### config.mk
export PLATFORM = sky130hd
export DESIGN_NAME = pt_walker
export DESIGN_NICKNAME = d
export VERILOG_FILES = /design/src/rtl/ptw_pkg.sv /design/src/rtl/ptw_ctrl.sv /design/src/rtl/ptw_dp.sv /design/src/rtl/pt_walker.sv
export SDC_FILE = /design/constraint.sdc
export NUM_CORES = 1
export LEC_CHECK = 0
export BUFFER_PORTS_ARGS = -buffer_cell sky130_fd_sc_hd__buf_2
export CAP_MARGIN = 0
export CORE_ASPECT_RATIO = 1.5
export CORE_UTILIZATION = 54
export CTS_CLUSTER_SIZE = 28
export DETAILED_ROUTE_END_ITERATION = 8
export GPL_TIMING_DRIVEN = 0
export HOLD_SLACK_MARGIN = 0.06
export PLACE_DENSITY = 0.89
export RECOVER_POWER = 50
export SYNTH_ARGS = -nofsm -noshare
export SYNTH_HDL_FRONTEND = slang
export SYNTH_SLANG_ARGS = --single-unit
### constraint.sdc
create_clock -name clk -period 5.2 [get_ports clk]
set_clock_uncertainty 0.2 [all_clocks]
set_input_delay 0 -clock clk [delete_from_list [all_inputs] [get_ports clk]]
set_output_delay 0 -clock clk [all_outputs]
set_load 0.01 [all_outputs]
### src/rtl/ptw_pkg.sv
package ptw_pkg;
  localparam int VA_W     = 32;
  localparam int PAGE_SH  = 12;
  localparam int SUPER_SH = 22;
  localparam int CODE_W   = 8;
  localparam int KIND_W   = 2;
  localparam int PROT_W   = 3;
  localparam int EXIST_B  = 2;
  localparam int RD_B     = 8;
  localparam int WR_B     = 7;
  localparam int EX_B     = 6;

  localparam logic [VA_W-1:0] PAGE_HI  = {VA_W{1'b1}} << PAGE_SH;
  localparam logic [VA_W-1:0] SUPER_HI = {VA_W{1'b1}} << SUPER_SH;
  localparam logic [VA_W-1:0] IO_BIT   = {1'b1, {(VA_W-1){1'b0}}};

  localparam logic [1:0] TYP_SUPER = 2'd3;
  localparam logic [1:0] TYP_TABLE = 2'd0;
  localparam logic [KIND_W-1:0] KIND_EX = 2'd2;

  localparam logic [CODE_W-1:0] FC_NONE       = 8'h00;
  localparam logic [CODE_W-1:0] FC_SUPER_MISS = 8'h0B;
  localparam logic [CODE_W-1:0] FC_L1_MISS    = 8'h05;
  localparam logic [CODE_W-1:0] FC_L2_MISS    = 8'h08;
  localparam logic [CODE_W-1:0] FC_PERM_BASE  = 8'h11;
  localparam logic [CODE_W-1:0] FC_BAD_TYPE   = 8'h1F;

  typedef enum logic [1:0] {RT_OFF, RT_IO, RT_SUPER, RT_PAGE} route_e;

  typedef struct packed {
    logic              capReq;
    logic              capDesc;
    logic              selL2;
    logic              finish;
    route_e            route;
    logic [CODE_W-1:0] code;
  } strobe_t;

  typedef struct packed {
    logic [1:0]        rdType;
    logic              rdExist;
    logic [CODE_W-1:0] permCode;
  } dpstat_t;
endpackage

### src/rtl/ptw_ctrl.sv
module ptw_ctrl
  import ptw_pkg::*;
(
  input  logic    clk,
  input  logic    rstN,
  input  logic    reqValid,
  input  logic    reqUser,
  input  logic    reqHigh,
  input  logic    mmuOn,
  input  logic    memValid,
  input  dpstat_t stat,
  output strobe_t stb,
  output logic    memReq,
  output logic    busy,
  output logic    done
);
  typedef enum logic [2:0] {S_IDLE, S_L1, S_L2, S_CHECK, S_DONE} state_e;

  state_e st, stNext;
  route_e rt, rtNext;

  always_ff @(posedge clk) begin
    if (!rstN) begin
      st <= S_IDLE;
      rt <= RT_OFF;
    end else begin
      st <= stNext;
      rt <= rtNext;
    end
  end

  always_comb begin
    stNext    = st;
    rtNext    = rt;
    stb       = '0;
    stb.route = rt;
    case (st)
      S_IDLE: begin
        if (reqValid) begin
          stb.capReq = 1'b1;
          if (!mmuOn) begin
            rtNext = RT_OFF;
            stNext = S_CHECK;
          end else if (!reqUser && !reqHigh) begin
            rtNext = RT_IO;
            stNext = S_CHECK;
          end else begin
            stNext = S_L1;
          end
        end
      end
      S_L1: begin
        if (memValid) begin
          stb.capDesc = 1'b1;
          if (stat.rdType == TYP_SUPER) begin
            if (stat.rdExist) begin
              rtNext = RT_SUPER;
              stNext = S_CHECK;
            end else begin
              stb.finish = 1'b1;
              stb.code   = FC_SUPER_MISS;
              stNext     = S_DONE;
            end
          end else if (stat.rdType == TYP_TABLE) begin
            if (stat.rdExist) begin
              rtNext = RT_PAGE;
              stNext = S_L2;
            end else begin
              stb.finish = 1'b1;
              stb.code   = FC_L1_MISS;
              stNext     = S_DONE;
            end
          end else begin
            stb.finish = 1'b1;
            stb.code   = FC_BAD_TYPE;
            stNext     = S_DONE;
          end
        end
      end
      S_L2: begin
        stb.selL2 = 1'b1;
        if (memValid) begin
          stb.capDesc = 1'b1;
          if (!stat.rdExist) begin
            stb.finish = 1'b1;
            stb.code   = FC_L2_MISS;
            stNext     = S_DONE;
          end else if (stat.rdType != TYP_TABLE) begin
            stb.finish = 1'b1;
            stb.code   = FC_BAD_TYPE;
            stNext     = S_DONE;
          end else begin
            stNext = S_CHECK;
          end
        end
      end
      S_CHECK: begin
        stb.finish = 1'b1;
        stb.code   = (rt == RT_SUPER || rt == RT_PAGE) ? stat.permCode : FC_NONE;
        stNext     = S_DONE;
      end
      default: stNext = S_IDLE;
    endcase
  end

  assign memReq = (st == S_L1) || (st == S_L2);
  assign busy   = (st != S_IDLE);
  assign done   = (st == S_DONE);
endmodule

### src/rtl/ptw_dp.sv
module ptw_dp
  import ptw_pkg::*;
(
  input  logic              clk,
  input  logic              rstN,
  input  strobe_t           stb,
  input  logic [VA_W-1:0]   reqAddr,
  input  logic [KIND_W-1:0] reqKind,
  input  logic              reqUser,
  input  logic [VA_W-1:0]   tableBase,
  input  logic [VA_W-1:0]   memData,
  output dpstat_t           stat,
  output logic [VA_W-1:0]   memAddr,
  output logic [VA_W-1:0]   physAddr,
  output logic [PROT_W-1:0] protMask,
  output logic              bigPage,
  output logic              fault,
  output logic [CODE_W-1:0] faultStat,
  output logic [VA_W-1:0]   faultAddr,
  output logic              instTrap,
  output logic              dataTrap
);
  logic [VA_W-1:0]   va;
  logic [VA_W-1:0]   desc;
  logic [KIND_W-1:0] kind;
  logic              user;

  logic [VA_W-1:0]   l1Addr, l2Addr;
  logic [PROT_W-1:0] descProt;
  logic              permMiss;

  // Each table index is a word index, so the 4 KB-aligned base is ORed with index*4.
  assign l1Addr = (tableBase & PAGE_HI) | ((va >> (SUPER_SH - 2)) & ~(PAGE_HI | 32'h3));
  assign l2Addr = (desc & PAGE_HI) | ((va >> (PAGE_SH - 2)) & ~(PAGE_HI | 32'h3));
  assign memAddr = stb.selL2 ? l2Addr : l1Addr;

  assign descProt = {desc[EX_B], desc[WR_B], desc[RD_B]};
  always_comb begin
    case (kind)
      2'd0:    permMiss = !descProt[0];
      2'd1:    permMiss = !descProt[1];
      2'd2:    permMiss = !descProt[2];
      default: permMiss = 1'b0;
    endcase
  end

  assign stat.rdType   = memData[1:0];
  assign stat.rdExist  = memData[EXIST_B];
  assign stat.permCode = (user && permMiss) ? (FC_PERM_BASE + CODE_W'(kind)) : FC_NONE;

  always_ff @(posedge clk) begin
    if (!rstN) begin
      va        <= '0;
      kind      <= '0;
      user      <= 1'b0;
      desc      <= '0;
      physAddr  <= '0;
      protMask  <= '0;
      bigPage   <= 1'b0;
      fault     <= 1'b0;
      faultStat <= '0;
      faultAddr <= '0;
      instTrap  <= 1'b0;
      dataTrap  <= 1'b0;
    end else begin
      instTrap <= 1'b0;
      dataTrap <= 1'b0;
      if (stb.capReq) begin
        va   <= reqAddr;
        kind <= reqKind;
        user <= reqUser;
      end
      if (stb.capDesc) desc <= memData;
      if (stb.finish) begin
        if (stb.code != FC_NONE) begin
          fault     <= 1'b1;
          physAddr  <= '0;
          protMask  <= '0;
          bigPage   <= 1'b0;
          faultStat <= stb.code;
          faultAddr <= va;
          instTrap  <= (kind == KIND_EX);
          dataTrap  <= (kind != KIND_EX);
        end else begin
          fault <= 1'b0;
          case (stb.route)
            RT_OFF: begin
              physAddr <= va;
              protMask <= '1;
              bigPage  <= 1'b0;
            end
            RT_IO: begin
              physAddr <= va | IO_BIT;
              protMask <= '1;
              bigPage  <= 1'b0;
            end
            RT_SUPER: begin
              physAddr <= (desc & SUPER_HI) | (va & ~SUPER_HI);
              protMask <= descProt;
              bigPage  <= 1'b1;
            end
            default: begin
              physAddr <= (desc & PAGE_HI) | (va & ~PAGE_HI);
              protMask <= descProt;
              bigPage  <= 1'b0;
            end
          endcase
        end
      end
    end
  end
endmodule

### src/rtl/pt_walker.sv
module pt_walker
  import ptw_pkg::*;
(
  input  logic              clk,
  input  logic              rstN,
  input  logic              reqValid,
  input  logic [VA_W-1:0]   reqAddr,
  input  logic [KIND_W-1:0] reqKind,
  input  logic              reqUser,
  input  logic [VA_W-1:0]   tableBase,
  input  logic              mmuOn,
  output logic              memReq,
  output logic [VA_W-1:0]   memAddr,
  input  logic              memValid,
  input  logic [VA_W-1:0]   memData,
  output logic              busy,
  output logic              done,
  output logic [VA_W-1:0]   physAddr,
  output logic [PROT_W-1:0] protMask,
  output logic              bigPage,
  output logic              fault,
  output logic [CODE_W-1:0] faultStat,
  output logic [VA_W-1:0]   faultAddr,
  output logic              instTrap,
  output logic              dataTrap
);
  strobe_t stb;
  dpstat_t stat;

  ptw_ctrl ctrl_i (
    .clk(clk), .rstN(rstN), .reqValid(reqValid), .reqUser(reqUser),
    .reqHigh(reqAddr[VA_W-1]), .mmuOn(mmuOn), .memValid(memValid),
    .stat(stat), .stb(stb), .memReq(memReq), .busy(busy), .done(done)
  );

  ptw_dp dp_i (
    .clk(clk), .rstN(rstN), .stb(stb), .reqAddr(reqAddr), .reqKind(reqKind),
    .reqUser(reqUser), .tableBase(tableBase), .memData(memData), .stat(stat),
    .memAddr(memAddr), .physAddr(physAddr), .protMask(protMask),
    .bigPage(bigPage), .fault(fault), .faultStat(faultStat),
    .faultAddr(faultAddr), .instTrap(instTrap), .dataTrap(dataTrap)
  );
endmodule

==> flow_summary_export.csv <==
group,metric,value,unit
outcome,outcome,"finished clean",
pwr,p_switching,0.822,mW
synthesis,synth_top_area_share,0.437,
routing,vias_per_cell,5.55,
hold_path,hold_path_class,"input port to register",
setup_path,critPathKind,"register to register",
setup_path,end_kind,"register",
cells_and_area,seq_area,2780,µm²
pwr,power_frac_seq,0.414,
pwr,power_leakage,3.35,nW
clocking,cts_sinks,139,
synthesis,netlist_area,6370,µm²
clocking,cts.repair.resized,0,
sta,setup_tns,0,ps
placement,gp_congestion,0.881,
placement,port_buffers,192,
cells_and_area,layout_commonest_cell,"nand2_1",
synthesis,synth-edff-count,0,
die,core-area,11500,µm²
clocking,root_buffer,"clkbuf_16",
setup_path,cpLargestDelayFamily,"compound AO/OA/AOI/OAI gates",
synthesis,async_reset_ff_frac,0,
clocking,cts_made_buffers,17,
setup_path,path_common_cell,"buf_12",
sta,max_freq,0.333,GHz
die,rows,48,
setup_path,cp_cell_sequence,"xnor2_1 > nor3b_1 > clkbuf_1 > o211ai_1 > a21oi_4 > buf_12 > buf_12 > mux2i_1",
pwr,max-vdd-ir-drop,0.235,mV
global_route,first_global_vias,6508,
synthesis,ys_warn_count,0,
die,die_h,135,µm
clocking,clk_latency,420,ps
synthesis,ys_top_cells_by_area,"dfxtp_1 (44%), nand2_1 (11%), mux2_2 (8.7%), mux2i_1 (8.2%), a21boi_0 (7.9%)",
placement,place_inst,1054,
sta,tightest_slew,960,ps
synthesis,syn_area_per_cell,8.99,µm²
synthesis,netlist_instances,708,
sta,min_period,3000,ps
cells_and_area,stdcell_count,1156,
cells_and_area,finish.net_count,1103,
routing,via_count,6419,
routing,wirelength,21.3,mm
pwr,p_int,2.06,mW
clocking,holdBufCountCts,70,
cells_and_area,multiInputGateArea,3230,µm²
routing,drt_first_pass_iters,7,
placement,dpl.hpwl,13.8,mm
synthesis,ys.flop_type,"dfxtp_1",
setup_path,cp.required,5330,ps
cells_and_area,final_cell_mix,"nand2_1 (184), dfxtp_1 (139), clkbuf_1 (130), buf_2 (116), dlygate4sd3_1 (70)",
global_route,grt_max_degree,17,
cells_and_area,drive_gt1_frac,0.205,
setup_path,cp_num_buf_inv,3,
global_route,antenna_found_initial,1,
routing,wl_per_cell,18.4,µm
global_route,grt_pass1_wl,32.7,mm
pwr,clkPwrFrac,0.391,
sta,finalHoldViolCount,0,
sta,setup_viol_count_final,0,
global_route,grt_remaining_overflow,0,
routing,antenna_left,0,
pwr,powerDensity,332,nW/µm²
global_route,grt_usage,0.345,
sta,worst_slack,2200,ps
flow_run,drv_cap,0,
synthesis,synth_largest_area_cell,"dfxtp_1",
synthesis,synth_cell_types,46,
setup_path,start_kind,"register",
die,die_area,12200,µm²
setup_path,cpPeakStageDelay,530,ps
sta,slew_headroom,0.357,
sta,fin_crit_sh,0.577,
die,ios,218,
clocking,post-cts-setup-buffer-count,0,
sta,rsz0062_at_grt,"false",
setup_path,r2r_setup_slack,2200,ps
die,dieWidth,90.7,µm
placement,place_ws,2420,ps
cells_and_area,fillCellCount,814,
setup_path,path_max_fanout,10,
sta,drv_slew,0,
setup_path,cp.arrival,3140,ps
clocking,path_clk_slew,60,ps
synthesis,synth-seq-area-share,0.437,
pwr,switching_share,0.285,
setup_path,crit_slowest_cell,"o211ai_1",
clocking,htree_levels,4,
routing,drc,0,
clocking,clockBufferDepth,2,
die,initial_core_util,0.555,
clocking,cts_tree,"done",
routing,first_iter_violations,369,
pwr,comb_power_share,0.196,
cells_and_area,area_delta_synth_final,36.3,%
synthesis,ys_ff_latch,139,
[cell usage after synthesis (2+ instances only)]
cell and instances:
clkbuf_1 41, a21boi_0 67, o21ai_0 11, nor2_1 9, nor2b_1 30, nand4_1 33
mux2i_1 52, nand2b_1 3, buf_12 3, buf_4 6, buf_1 4, o21a_1 2
nor3_1 3, inv_1 11, mux2_2 49, nor3b_1 5, buf_2 5, nand2_1 184
nand3_1 5, o21ai_1 4, a21oi_1 7, o31ai_1 5, ha_1 6, and2_1 3
dfxtp_1 139
[power by group through the flow]
stage	Sequential, mW	Combinational, mW	Clock [mW]
after global placement	1.21	0.495	0
after global routing	1.20	0.608	1.18
after floorplan	1.20	0.328	0
final	1.19	0.564	1.13
after CTS	1.19	0.553	1.13
after detailed placement	1.21	0.505	0
[metal layers]
layer / vias up / track usage / part of all wire
li1: 2974 / - / -
met1: 3019 / 0.352 / 0.36
met2: 336 / 0.622 / 0.52
met3: 90 / 0.0704 / 0.062
met4: 0 / 0.246 / 0.062
met5: - / 0 / 0
[cell families after synthesis]
family,Yosys count,share of synthesized area
compound gates,107,0.121
xor+xnor,1,0.00138
fa+ha+maj,6,0.0118
buf+inv,72,0.0576
flops,139,0.437
mux,101,0.168
other cells,1,0.000589
simple gates,281,0.202
[layout make-up]
cell class / instances / area share
diodes: 1 / 0.000288
plain buffers: 61 / 0.0368
clock buffers: 24 / 0.0555
clock inverters: 7 / 0.00764
inverters: 11 / 0.00476
multi-input cells: 501 / 0.373
flip-flops and latches: 139 / 0.321
well taps: 150 / 0.0216
repair buffers: 262 / 0.180
[worst reg2reg max path: cells and delay by family (launching register included)]
family | cells | cell delay (ps)
AO/OA/AOI/OAI | 2 | 850
buffers and inverters | 3 | 800
flip-flops | 1 | 490
multiplexers | 1 | 220
AND/OR/NAND/NOR | 1 | 200
XOR/XNOR | 1 | 160
[registers in the layout, indices dropped and copies added (netlist names)]
name / flops
dp_i.physAddr: 32
dp_i.faultAddr: 32
dp_i.desc: 23
dp_i.faultStat: 5
dp_i.instTrap: 1
dp_i.bigPage: 1
dp_i.user: 1
dp_i.va: 32
dp_i.fault: 1
ctrl_i.rt: 2
dp_i.protMask: 3
dp_i.kind: 2
dp_i.dataTrap: 1
ctrl_i.st: 3
[stage by stage]
step / cell area, µm² / hold slack (ps) / util / power, mW
after floorplan: 6380 / -55.1 / - / 1.52
after global placement: 7530 / 54.5 / 0.656 / 1.70
after detailed placement: 7530 / 57.3 / 0.656 / 1.71
after CTS: 8780 / 63.9 / 0.765 / 2.87
after global routing: 8680 / 118 / 0.756 / 2.98
final: 8680 / 86.4 / 0.756 / 2.88
[final timing paths]
path,start,endpoint,cells past startpoint
setup reg to reg,ctrl_i.st[0],dp_i.faultAddr[21],8
hold reg to reg,dp_i.faultStat[3],dp_i.faultStat[3],2
setup / recovery,ctrl_i.st[0],dp_i.faultAddr[21],8
hold / removal,memData[0],ctrl_i.rt[0],4
(Power assumes the default switching activity.)
